`src/rtl/sbus_pkg.sv`:
```
package sbus_pkg;
  typedef enum logic [2:0] {
    OP_ADD   = 3'd0,
    OP_SUB   = 3'd1,
    OP_AND   = 3'd2,
    OP_OR    = 3'd3,
    OP_PASSB = 3'd4
  } alu_op_e;

  localparam int unsigned INC_STEP = 4;
  localparam int unsigned BUS_SRCS = 5;  // gpr group, pc, mdr, ir, z
endpackage

```
`src/rtl/sbus_regfile.sv`:
```
module sbus_regfile #(
  parameter int W    = 32,
  parameter int NREG = 8
) (
  input  logic            clk,
  input  logic            rst,
  input  logic [NREG-1:0] we,
  input  logic [NREG-1:0] oe,
  input  logic [W-1:0]    wdata,
  output logic [W-1:0]    rdata
);
  logic [W-1:0] regs [NREG];

  always_ff @(posedge clk) begin
    for (int k = 0; k < NREG; k++) begin
      if (rst)        regs[k] <= '0;
      else if (we[k]) regs[k] <= wdata;
    end
  end

  always_comb begin
    rdata = '0;
    for (int k = 0; k < NREG; k++) begin
      rdata = rdata | (regs[k] & {W{oe[k]}});
    end
  end
endmodule

```
`src/rtl/sbus_busmux.sv`:
```
module sbus_busmux #(
  parameter int W    = 32,
  parameter int NSRC = 5
) (
  input  logic [NSRC-1:0]        sel,
  input  logic [NSRC-1:0][W-1:0] src,
  output logic [W-1:0]           bus
);
  always_comb begin
    bus = '0;
    for (int k = 0; k < NSRC; k++) begin
      bus = bus | (src[k] & {W{sel[k]}});
    end
  end
endmodule

```
`src/rtl/sbus_alu.sv`:
```
module sbus_alu
  import sbus_pkg::*;
#(
  parameter int W = 32
) (
  input  logic [2:0]   op,
  input  logic         use_const,
  input  logic [W-1:0] y_val,
  input  logic [W-1:0] b_val,
  output logic [W-1:0] result
);
  logic [W-1:0] a_val;

  assign a_val = use_const ? W'(INC_STEP) : y_val;

  always_comb begin
    case (alu_op_e'(op))
      OP_ADD:   result = a_val + b_val;
      OP_SUB:   result = a_val - b_val;
      OP_AND:   result = a_val & b_val;
      OP_OR:    result = a_val | b_val;
      OP_PASSB: result = b_val;
      default:  result = '0;
    endcase
  end
endmodule

```
`src/rtl/sbus_datapath.sv`:
```
module sbus_datapath
  import sbus_pkg::*;
#(
  parameter int W    = 32,
  parameter int NREG = 8
) (
  input  logic            clk,
  input  logic            rst,
  input  logic [NREG-1:0] gpr_load,
  input  logic [NREG-1:0] gpr_drive,
  input  logic            pc_load,
  input  logic            pc_drive,
  input  logic            mar_load,
  input  logic            mdr_load_bus,
  input  logic            mdr_load_mem,
  input  logic            mdr_drive_bus,
  input  logic            ir_load,
  input  logic            ir_drive,
  input  logic            y_load,
  input  logic            sel_const,
  input  logic [2:0]      alu_op,
  input  logic            z_load,
  input  logic            z_drive,
  input  logic            rd_req,
  input  logic            wr_req,
  input  logic [W-1:0]    mem_rdata,
  input  logic            mem_mfc,
  output logic [W-1:0]    mem_addr,
  output logic [W-1:0]    mem_wdata,
  output logic            mem_rd,
  output logic            mem_wr,
  output logic [W-1:0]    ir_word
);
  localparam int NSRC = BUS_SRCS;

  logic [W-1:0] pc_q, mar_q, mdr_q, ir_q, y_q, z_q;
  logic [W-1:0] gpr_rd, alu_res, bus_val;
  logic [NSRC-1:0]        bus_sel;
  logic [NSRC-1:0][W-1:0] bus_src;

  sbus_regfile #(.W(W), .NREG(NREG)) u_rf (
    .clk   (clk),
    .rst   (rst),
    .we    (gpr_load),
    .oe    (gpr_drive),
    .wdata (bus_val),
    .rdata (gpr_rd)
  );

  assign bus_sel = {z_drive, ir_drive, mdr_drive_bus, pc_drive, |gpr_drive};
  assign bus_src[0] = gpr_rd;
  assign bus_src[1] = pc_q;
  assign bus_src[2] = mdr_q;
  assign bus_src[3] = ir_q;
  assign bus_src[4] = z_q;

  sbus_busmux #(.W(W), .NSRC(NSRC)) u_bus (
    .sel (bus_sel),
    .src (bus_src),
    .bus (bus_val)
  );

  sbus_alu #(.W(W)) u_alu (
    .op        (alu_op),
    .use_const (sel_const),
    .y_val     (y_q),
    .b_val     (bus_val),
    .result    (alu_res)
  );

  always_ff @(posedge clk) begin
    if (rst) begin
      pc_q   <= '0;
      mar_q  <= '0;
      mdr_q  <= '0;
      ir_q   <= '0;
      y_q    <= '0;
      z_q    <= '0;
      mem_rd <= 1'b0;
      mem_wr <= 1'b0;
    end else begin
      if (pc_load)                      pc_q  <= bus_val;
      if (mar_load)                     mar_q <= bus_val;
      if (mdr_load_bus)                 mdr_q <= bus_val;
      else if (mdr_load_mem && mem_mfc) mdr_q <= mem_rdata;
      if (ir_load)                      ir_q  <= bus_val;
      if (y_load)                       y_q   <= bus_val;
      if (z_load)                       z_q   <= alu_res;
      mem_rd <= rd_req;
      mem_wr <= wr_req;
    end
  end

  assign mem_addr  = mar_q;
  assign mem_wdata = mdr_q;
  assign ir_word   = ir_q;
endmodule

```
`config.mk`:
```
export PLATFORM = sky130hd
export DESIGN_NAME = sbus_datapath
export DESIGN_NICKNAME = d
export VERILOG_FILES = /design/src/rtl/sbus_pkg.sv /design/src/rtl/sbus_regfile.sv /design/src/rtl/sbus_busmux.sv /design/src/rtl/sbus_alu.sv /design/src/rtl/sbus_datapath.sv
export SDC_FILE = /design/constraint.sdc
export NUM_CORES = 1
export LEC_CHECK = 0
export ABC_AREA = 1
export BUFFER_PORTS_ARGS = -buffer_cell sky130_fd_sc_hd__buf_2
export CAP_MARGIN = 15
export CORE_MARGIN = 2
export CORE_UTILIZATION = 46
export CTS_BUF_LIST = sky130_fd_sc_hd__clkbuf_16
export CTS_CLUSTER_SIZE = 12
export DETAILED_ROUTE_END_ITERATION = 8
export PLACE_DENSITY_LB_ADDON = 0.08
export SLEW_MARGIN = 10
export SYNTH_ARGS = -nofsm -noshare
export SYNTH_HDL_FRONTEND = slang
export SYNTH_SLANG_ARGS = --single-unit
```
`constraint.sdc`:
```
create_clock -name clk -period 5.14 [get_ports clk]
set_clock_uncertainty 0.2 [all_clocks]
set_input_delay 1.542 -clock clk [delete_from_list [all_inputs] [get_ports clk]]
set_output_delay 1.542 -clock clk [all_outputs]
set_load 0.02 [all_outputs]
```
==> metrics.md, run 1 <==
| Metric | Value |
|---|---|
| Leak | `14.7 nW` |
| Via count | `approximately 21k` |
| Drt initial violations | `1880` |
| Yosys Warn Count | `0` |
| VDD IR-drop max | `0.256 mV` |
| CTS Buf Count | `51` |
| WP data required | `around 5.5 ns` |
| Post-Layout Cell Count | `4073` |
| Relative max-transition margin | `0.222` |
| DR DRC count | `0` |
| Syn Area/Cell | `~7.6 sq um` |
| RSZ-0062 raised after global routing | `yes` |
| CP top delay family | `simple AND/OR/NAND/NOR gates` |
| CP max stage delay | `0.33 ns` |
| # fillers | `4779` |
| Chip Width | `230 microns` |
| Multiplexer share of the synthesized area | `0` |
| Placer congestion estimate | `between 0.9 and 1` |
| Main combinational cell family by area after synthesis | `simple AND/OR/NAND/NOR gates` |
| Final setup vio count | `0` |
| Setup Crit Path Kind | `in -> reg` |
| CP Launch Point | `gpr_drive[7]` |
| Pwr Total | `around 0.010 W` |
| Clock-pin slew on the worst setup and hold paths | `0.06 ns` |
| CP Depth | `28` |
| Synth async-reset ratio | `0` |
| Hold slack | `between 0.2 and 0.3 ns` |
| Crit path capture type | `register` |
| I/O Buffers | `~170` |
| Inst Count DP | `between 3k and 4k` |
| Sequential cell area | `0.0116 sq mm` |
| Distinct cell type count after synthesis | `between 40 and 50` |
| Vias in the first global route | `20.2k` |
| Final WS setup | `0.159 ns` |
| Clock tree from TritonCTS | `yes` |
| Fin. max-slew vios | `0` |
| DR pass1 iterations | `7` |
| Critical path endpoint | `z_q[30]` |
| Syn Nets | `3212` |
| Internal reg-to-reg setup slack | `0.98 ns` |
| Worst Path Arrival | `5.31 ns` |
| Diode count | `0` |
| PD cells | `375 mW/mm^2` |
| CP max stage cell | `ha_1` |
| Fmax | `0.201 GHz` |
| Clock Sinks | `between 400 and 500` |
| Synth Area in XOR/XNOR | `0.0111` |
| Simple-gate area share of the yosys netlist | `0.246` |
| Reg2reg start | `ir_word[10]` |
| Period Utilization, post-route | `0.969` |
| Total global routing overflow | `0` |
| Yosys reg bits | `450` |
| Antenna violations before repair | `1` |
| Post-Syn Area | `0.0236 sq mm` |
| Die Area | `approximately 0.053 sq mm` |
| FP Rows | `82` |
| Worst R2R Path Depth | `24` |
| Post-Syn Instances | `3110` |
| Post-DP HPWL | `56400 microns` |
| Ys flop type | `edfxtp_1` |
| Final instance area | `roughly 0.028 sq mm` |
| Post-synth EDFFs | `256` |
| # Max-Cap Violations | `0` |
| First-pass GRT wire length | `121000 microns` |
| Status | `completed` |
| Worst-Margin Slew | `1.16 ns` |
| Area growth, synth to finish | `18.3%` |
| Seq/Total Area, Yosys | `0.491` |
| Number of vias per cell | `5.18` |
| Core Box Area | `~0.050 sq mm` |
| Chip height | `230 microns` |
| CTS H-tree depth | `2` |
| Worst setup SP type | `primary input` |
| Final Hold Viols | `0` |
| Post-Route WL | `slightly above 80000 microns` |
| Worst path most repeated cell | `nand2_1` |
| I/O Pins | `around 170` |
| Share of cells above drive strength 1 | `0.181` |
| Placement Cell Area | `about 0.026 sq mm` |
| Worst-skew pair later-pin latency | `roughly 0.62 ns` |
| Initial Utilization | `0.468` |
| Root Driver | `clkbuf_16` |
| Compound-Gate Fraction of Synth Area | `0.115` |
| Avg WL per Cell | `19.8 microns` |
| Final #Nets | `roughly 3.5k` |
| Crit path max fanout | `10` |
| Worst reg2reg endpoint | `z_q[18]` |
| Min-Delay Path Class | `reg -> reg` |
| GRT Resource Usage Total | `0.301` |
| Adder-cell share of the synthesized area | `0.0184` |
| Dpl ws | `-0.606 ns` |
| Largest net degree at the start of global routing | `82` |
| Post-route minimum period | `4.98 ns` |
| Final ANT Viol Nets | `0` |
| Maximum clock path buffer count | `3` |
| Critical path buffers and inverters | `5` |
| Area occupied by multi-input gates | `0.00946 sq mm` |
report_power, final:
group,switching [W],internal [W],total [W],leakage (nW)
registers,0.000165,0.00419,0.00435,4.41
logic,0.00166,0.000966,0.00263,9.51
clock network,0.00154,0.00193,0.00348,0.821
total,0.00337,0.00709,0.0105,14.7
state kept, by name, indices dropped and copies added (netlist names):
signal	count
z_q	32
pc_q	32
mem_addr	32
mem_rd	1
mem_wdata	32
mem_wr	1
u_rf.regs	256
y_q	32
ir_word	32
final cells by class:
cell class	count	area share
clock buffer	52	0.0467
clock inverter	41	0.00960
inverter	394	0.0531
multi-input combinational	2028	0.339
sequential	450	0.415
tap	672	0.0302
timing repair buffer	436	0.106
per-layer routing:
metal / vias to the layer above / GRT usage / wire length (microns)
met4: 0 / 0.0851 / 2130
met1: 9910 / 0.431 / 36000
met3: 127 / 0.0513 / 6580
met2: 809 / 0.469 / 35800
met5: - / 0 / 0
li1: 10300 / - / -
layout by cell type, fill, tap and decap left out, drive strengths merged:
cell / count
a31oi: 34
buf: 435
inv: 407
ha: 33
nor2: 188
o22ai: 2
clkinvlp: 1
a21boi: 4
nand4: 16
o32ai: 1
bufinv: 2
nand2: 1142
o41ai: 2
o21ai: 212
o221a: 1
a21o: 2
clkinv: 25
a221oi: 1
o21a: 1
or2: 17
nor3: 5
o21bai: 1
o211ai: 2
nand3: 75
clkbuf: 53
a21oi: 251
nor4: 3
edfxtp: 256
dfxtp: 194
fa: 1
a22o: 2
nand3b: 2
xor2: 30
worst reg2reg max path, delay by kind of cell, from the launching register on:
family / cells / cell delay (ns)
AND/OR/NAND/NOR: 13 / 1.60
AO/OA/AOI/OAI: 5 / 0.78
buffers and inverters: 4 / 0.55
adder cells (fa/ha/maj): 1 / 0.37
XOR/XNOR: 1 / 0.15
flip-flops: 1 / 0.35
cells by family (layout without fill, tap and decap cells):
kind of cell,count (synthesis),count (layout)
AOI/OAI and AO/OA,516,516
xor gates and xnor gates,30,30
adders and majority gates,34,34
buffers and inverters,632,923
DFF,450,450
and+or+nand+nor,1448,1448
how the worst min path moves through the flow:
| stage | from | endpoint | slack (ns) | cells past startpoint |
|---|---|---|---|---|
| after floorplan | z_q[0] | z_q[0] | 0.24 | 2 |
| after global placement | z_q[12] | z_q[12] | 0.25 | 2 |
| after detailed placement | z_q[12] | z_q[12] | 0.26 | 2 |
| after CTS | z_q[12] | z_q[12] | 0.27 | 2 |
| after global routing | z_q[8] | z_q[8] | 0.29 | 2 |
| final | z_q[20] | z_q[20] | 0.27 | 2 |
synth_stat cells (30+ instances only):
cell type	count	area share
a31oi_1	34	0.0090
inv_1	392	0.062
nor2_1	178	0.028
nand3_1	69	0.015
a21oi_1	249	0.053
clkbuf_1	127	0.020
xor2_1	30	0.011
edfxtp_1	256	0.33
buf_4	65	0.021
nand2_1	1138	0.18
o21ai_0	208	0.044
dfxtp_1	194	0.16
ha_1	33	0.018
per-stage QoR:
stage | TNS, ns | utilization
detailed placement | -12.12 | 0.516
CTS | 0 | 0.547
global route | -0.163 | 0.553
finish | 0 | 0.553
floorplan | 0 | -
global placement | -11.51 | 0.516
repair_timing:
item	CTS	global route
setup buffers	0	5
gates resized for setup	0	90
setup endpoints to repair	0	23
hold buffers	0	0
Note: power is estimated with default switching activity, not from simulation.
==> run 2: changes to the inputs <==
--- a/config.mk
+++ b/config.mk
@@ -17,4 +17,5 @@
 export SLEW_MARGIN = 10
 export SYNTH_ARGS = -nofsm -noshare
 export SYNTH_HDL_FRONTEND = slang
+export SYNTH_HIERARCHICAL = 1
 export SYNTH_SLANG_ARGS = --single-unit
==> run 2 against run 1 <==
  * Cell count rose by 8.5%
  * Die area increased by 3.7%
  * Core utilization rose by 0.091 points
  * Sequential share of layout area decreased by 1.8 points
  * Largest cell class unchanged
  * Sequential cell count unchanged
  * Wire length is 7.6% higher
  * Maximum frequency fell by 1.4%
  * Design area rose by 4.5%
  * Global-route usage grew 1.0 points
  * Count of clock-buffer cells in the layout decreased by 2
==> metrics.md, run 2 <==
| Metric | Value |
|---|---|
| Number of vias per cell | `5.15` |
| Post-synth EDFFs | `~260` |
| Yosys reg bits | `450` |
| Syn Nets | `approximately 3.5k` |
| Crit path capture type | `register` |
| # fillers | `slightly above 5k` |
| Final #Nets | `3793` |
| Worst Path Arrival | `5.35 ns` |
| Relative max-transition margin | `0.269` |
| Synth Area in XOR/XNOR | `0.0107` |
| Placer congestion estimate | `0.938` |
| Clock tree from TritonCTS | `yes` |
| Hold depth | `2` |
| Yosys Warn Count | `6` |
| Yosys top cell area share | `0.314` |
| Post-Route WL | `between 80000 and 90000 microns` |
| Simple-gate area share of the yosys netlist | `0.342` |
| WHS Endpoint | `mem_addr[18]` |
| Vias in the first global route | `roughly 21k` |
| Worst setup SP type | `primary input` |
| Area growth, synth to finish | `19.1%` |
| Die Area | `0.0550 sq mm` |
| Distinct cell type count after synthesis | `52` |
| Period Utilization, post-route | `0.983` |
| Worst-Margin Slew | `1.09 ns` |
| Largest net degree at the start of global routing | `78` |
| Drt initial violations | `around 2k` |
| Main combinational cell family by area after synthesis | `simple AND/OR/NAND/NOR gates` |
| Final ANT Viol Nets | `0` |
| Fmax | `0.198 GHz` |
| Setup Crit Path Kind | `in -> reg` |
| Most common cell in the netlist | `nand2_1` |
| RSZ-0062 raised after global routing | `yes` |
| Worst reg2reg endpoint | `z_q[18]` |
| Min-Delay Path Class | `reg -> reg` |
| WP data required | `5.43 ns` |
| Via count | `22.8k` |
| Most common cell after layout, fill and taps aside | `nand2_1` |
| Ys flop type | `edfxtp_1` |
| Worst R2R Path Depth | `28` |
| Number of flip-flops in the largest register | `between 200 and 300` |
| Top cells by area, synth | `edfxtp_1 (31%), nand2_1 (17%), dfxtp_1 (16%)` |
| Share of cells above drive strength 1 | `0.175` |
| Dpl ws | `-0.858 ns` |
| Synth async-reset ratio | `0` |
| I/O Buffers | `165` |
| Maximum clock path buffer count | `3` |
| Initial Utilization | `0.465` |
| Post-route minimum period | `5.05 ns` |
| Hold slack | `0.285 ns` |
| Most frequent cells in the layout | `nand2_1 (1068), nor2_1 (787), inv_1 (320)` |
| Worst-skew pair later-pin latency | `0.62 ns` |
| DR DRC count | `0` |
| VDD IR-drop max | `roughly 0.25 mV` |
| Syn Area/Cell | `7.27 sq um` |
| Final WS setup | `roughly 0.087 ns` |
| Adder-cell share of the synthesized area | `0.0182` |
| FP Rows | `84` |
| Compound-Gate Fraction of Synth Area | `0.0635` |
| Status | `completed` |
| Final instance area | `0.0291 sq mm` |
| Most flops, register | `u_rf/regs` |
| PD cells | `~370 mW/mm^2` |
| CTS Buf Count | `50` |
| Crit path max fanout | `14` |
| Reg2reg start | `u_rf/regs[1][1]` |
| Clock Sinks | `450` |
| Multiplexer share of the synthesized area | `0` |
| Chip height | `235 microns` |
| CTS H-tree depth | `2` |
| Root Driver | `clkbuf_16` |
| Chip Width | `235 microns` |
| I/O Pins | `166` |
| Hold path start | `mem_addr[18]` |
| # Max-Cap Violations | `0` |
| Internal reg-to-reg setup slack | `0.89 ns` |
| Avg WL per Cell | `just under 20 microns` |
| Final setup vio count | `0` |
| First-pass GRT wire length | `129000 microns` |
| Synth area leader | `edfxtp_1` |
| Antenna violations before repair | `1` |
| DR pass1 iterations | `6` |
| Seq/Total Area, Yosys | `0.473` |
| GRT Resource Usage Total | `0.311` |
| Final Hold Viols | `0` |
| Setup total negative slack | `0 ns` |
| Placement Cell Area | `0.0271 sq mm` |
| Core Box Area | `around 0.053 sq mm` |
| Total global routing overflow | `0` |
| Clock-pin slew on the worst setup and hold paths | `0.06 ns` |
| Fin. max-slew vios | `0` |
| Post-Syn Area | `between 0.02 and 0.025 sq mm` |
| Leak | `15.4 nW` |
| Post-DP HPWL | `between 60000 and 70000 microns` |
| Commonest cells post-synth | `nand2_1 (1090), nor2_1 (820), inv_1 (310)` |
| Post-Syn Instances | `about 3.4k` |
[run 2: changes by cell type in the layout (fill, tap and decap cells not counted), sizes merged, moves of 8 or more]
cell,change
a21oi,-205
inv,-72
nor2,+643
a31oi,-31
o21bai,+8
nand2,-29
clkinv,-8
a22oi,+19
buf,-13
o21ai,-13
nor3,+12
nand3,+25
[run 2: area by class of cell]
type	instances	area, sq um	area share
flip-flops and latches	450	11600	0.397
repair buffers	422	2890	0.0991
inverters	319	1220	0.0418
clock inverters	41	362	0.0124
clock buffers	50	1250	0.0429
well taps	688	861	0.0295
multi-input cells	2447	11000	0.377
diodes	1	2.50	0.0000859
[run 2: critical path, stage by stage]
cell and delay (ns):
buf_2 0.11, buf_12 0.14, nor2_1 0.10, nand4_1 0.09, buf_4 0.17, buf_6 0.15, nand2_2 0.09, nand2_1 0.06
inv_1 0.06, nand2_2 0.10, inv_1 0.10, nand4_1 0.19, nor2_4 0.19, nand2_4 0.12, nor2_8 0.16, a31oi_1 0.10
xor2_1 0.17, ha_2 0.41, nand2_4 0.09, buf_4 0.15, nor3_4 0.21, nand4_1 0.27, nand3_1 0.18, nand2_1 0.06
nand3_1 0.06, nand2_1 0.06, nor2_1 0.11, nor2_1 0.06
[run 2: layer usage]
layer / track usage / share of wire / vias up
met5: 0 / 0.00015 / -
met3: 0.0371 / 0.061 / 141
met4: 0.101 / 0.030 / 2
li1: - / - / 11100
met1: 0.421 / 0.44 / 10700
met2: 0.520 / 0.47 / 777
[run 2: worst max-delay path by stage]
stage	slack, ns	cells past startpoint	end	start
2_1_floorplan	0.28	28	z_q[26]	gpr_drive[3]
3_3_place_gp	-0.84	26	z_q[18]	gpr_drive[5]
3_5_place_dp	-0.86	26	z_q[18]	gpr_drive[7]
4_1_cts	0.01	28	z_q[17]	gpr_drive[1]
5_1_grt	-0.08	33	z_q[29]	gpr_drive[3]
6_report	0.09	28	z_q[18]	gpr_drive[3]
[run 2: cells by family after synthesis]
| family | Yosys count |
|---|---|
| buf+inv | 465 |
| simple gates | 2099 |
| flops | 450 |
| xor+xnor | 29 |
| fa+ha+maj | 35 |
| compound gates | 284 |
[run 2: where the power goes]
group / internal (W) / switching, W
Sequential: 0.00418 / 0.000162
Combinational: 0.00101 / 0.00182
Clock: 0.00202 / 0.00153
Total: 0.00721 / 0.00351
[run 2: through the flow]
stage          cells  total power [W]   util
2_1_floorplan   3362          0.00592      -
3_3_place_gp    4314          0.00705  0.515
3_5_place_dp    4314          0.00708  0.515
4_1_cts         4405           0.0106  0.546
5_1_grt         4417           0.0112  0.554
6_report        4418           0.0107  0.554
[run 2: timing repair]
action                                  CTS  global route
cloned                                    0             1
pin swaps                                 0            32
endpoints found under the setup margin    8            23
buffers inserted                          0            10
resized for setup                         4            99
hold buffers                              0             0
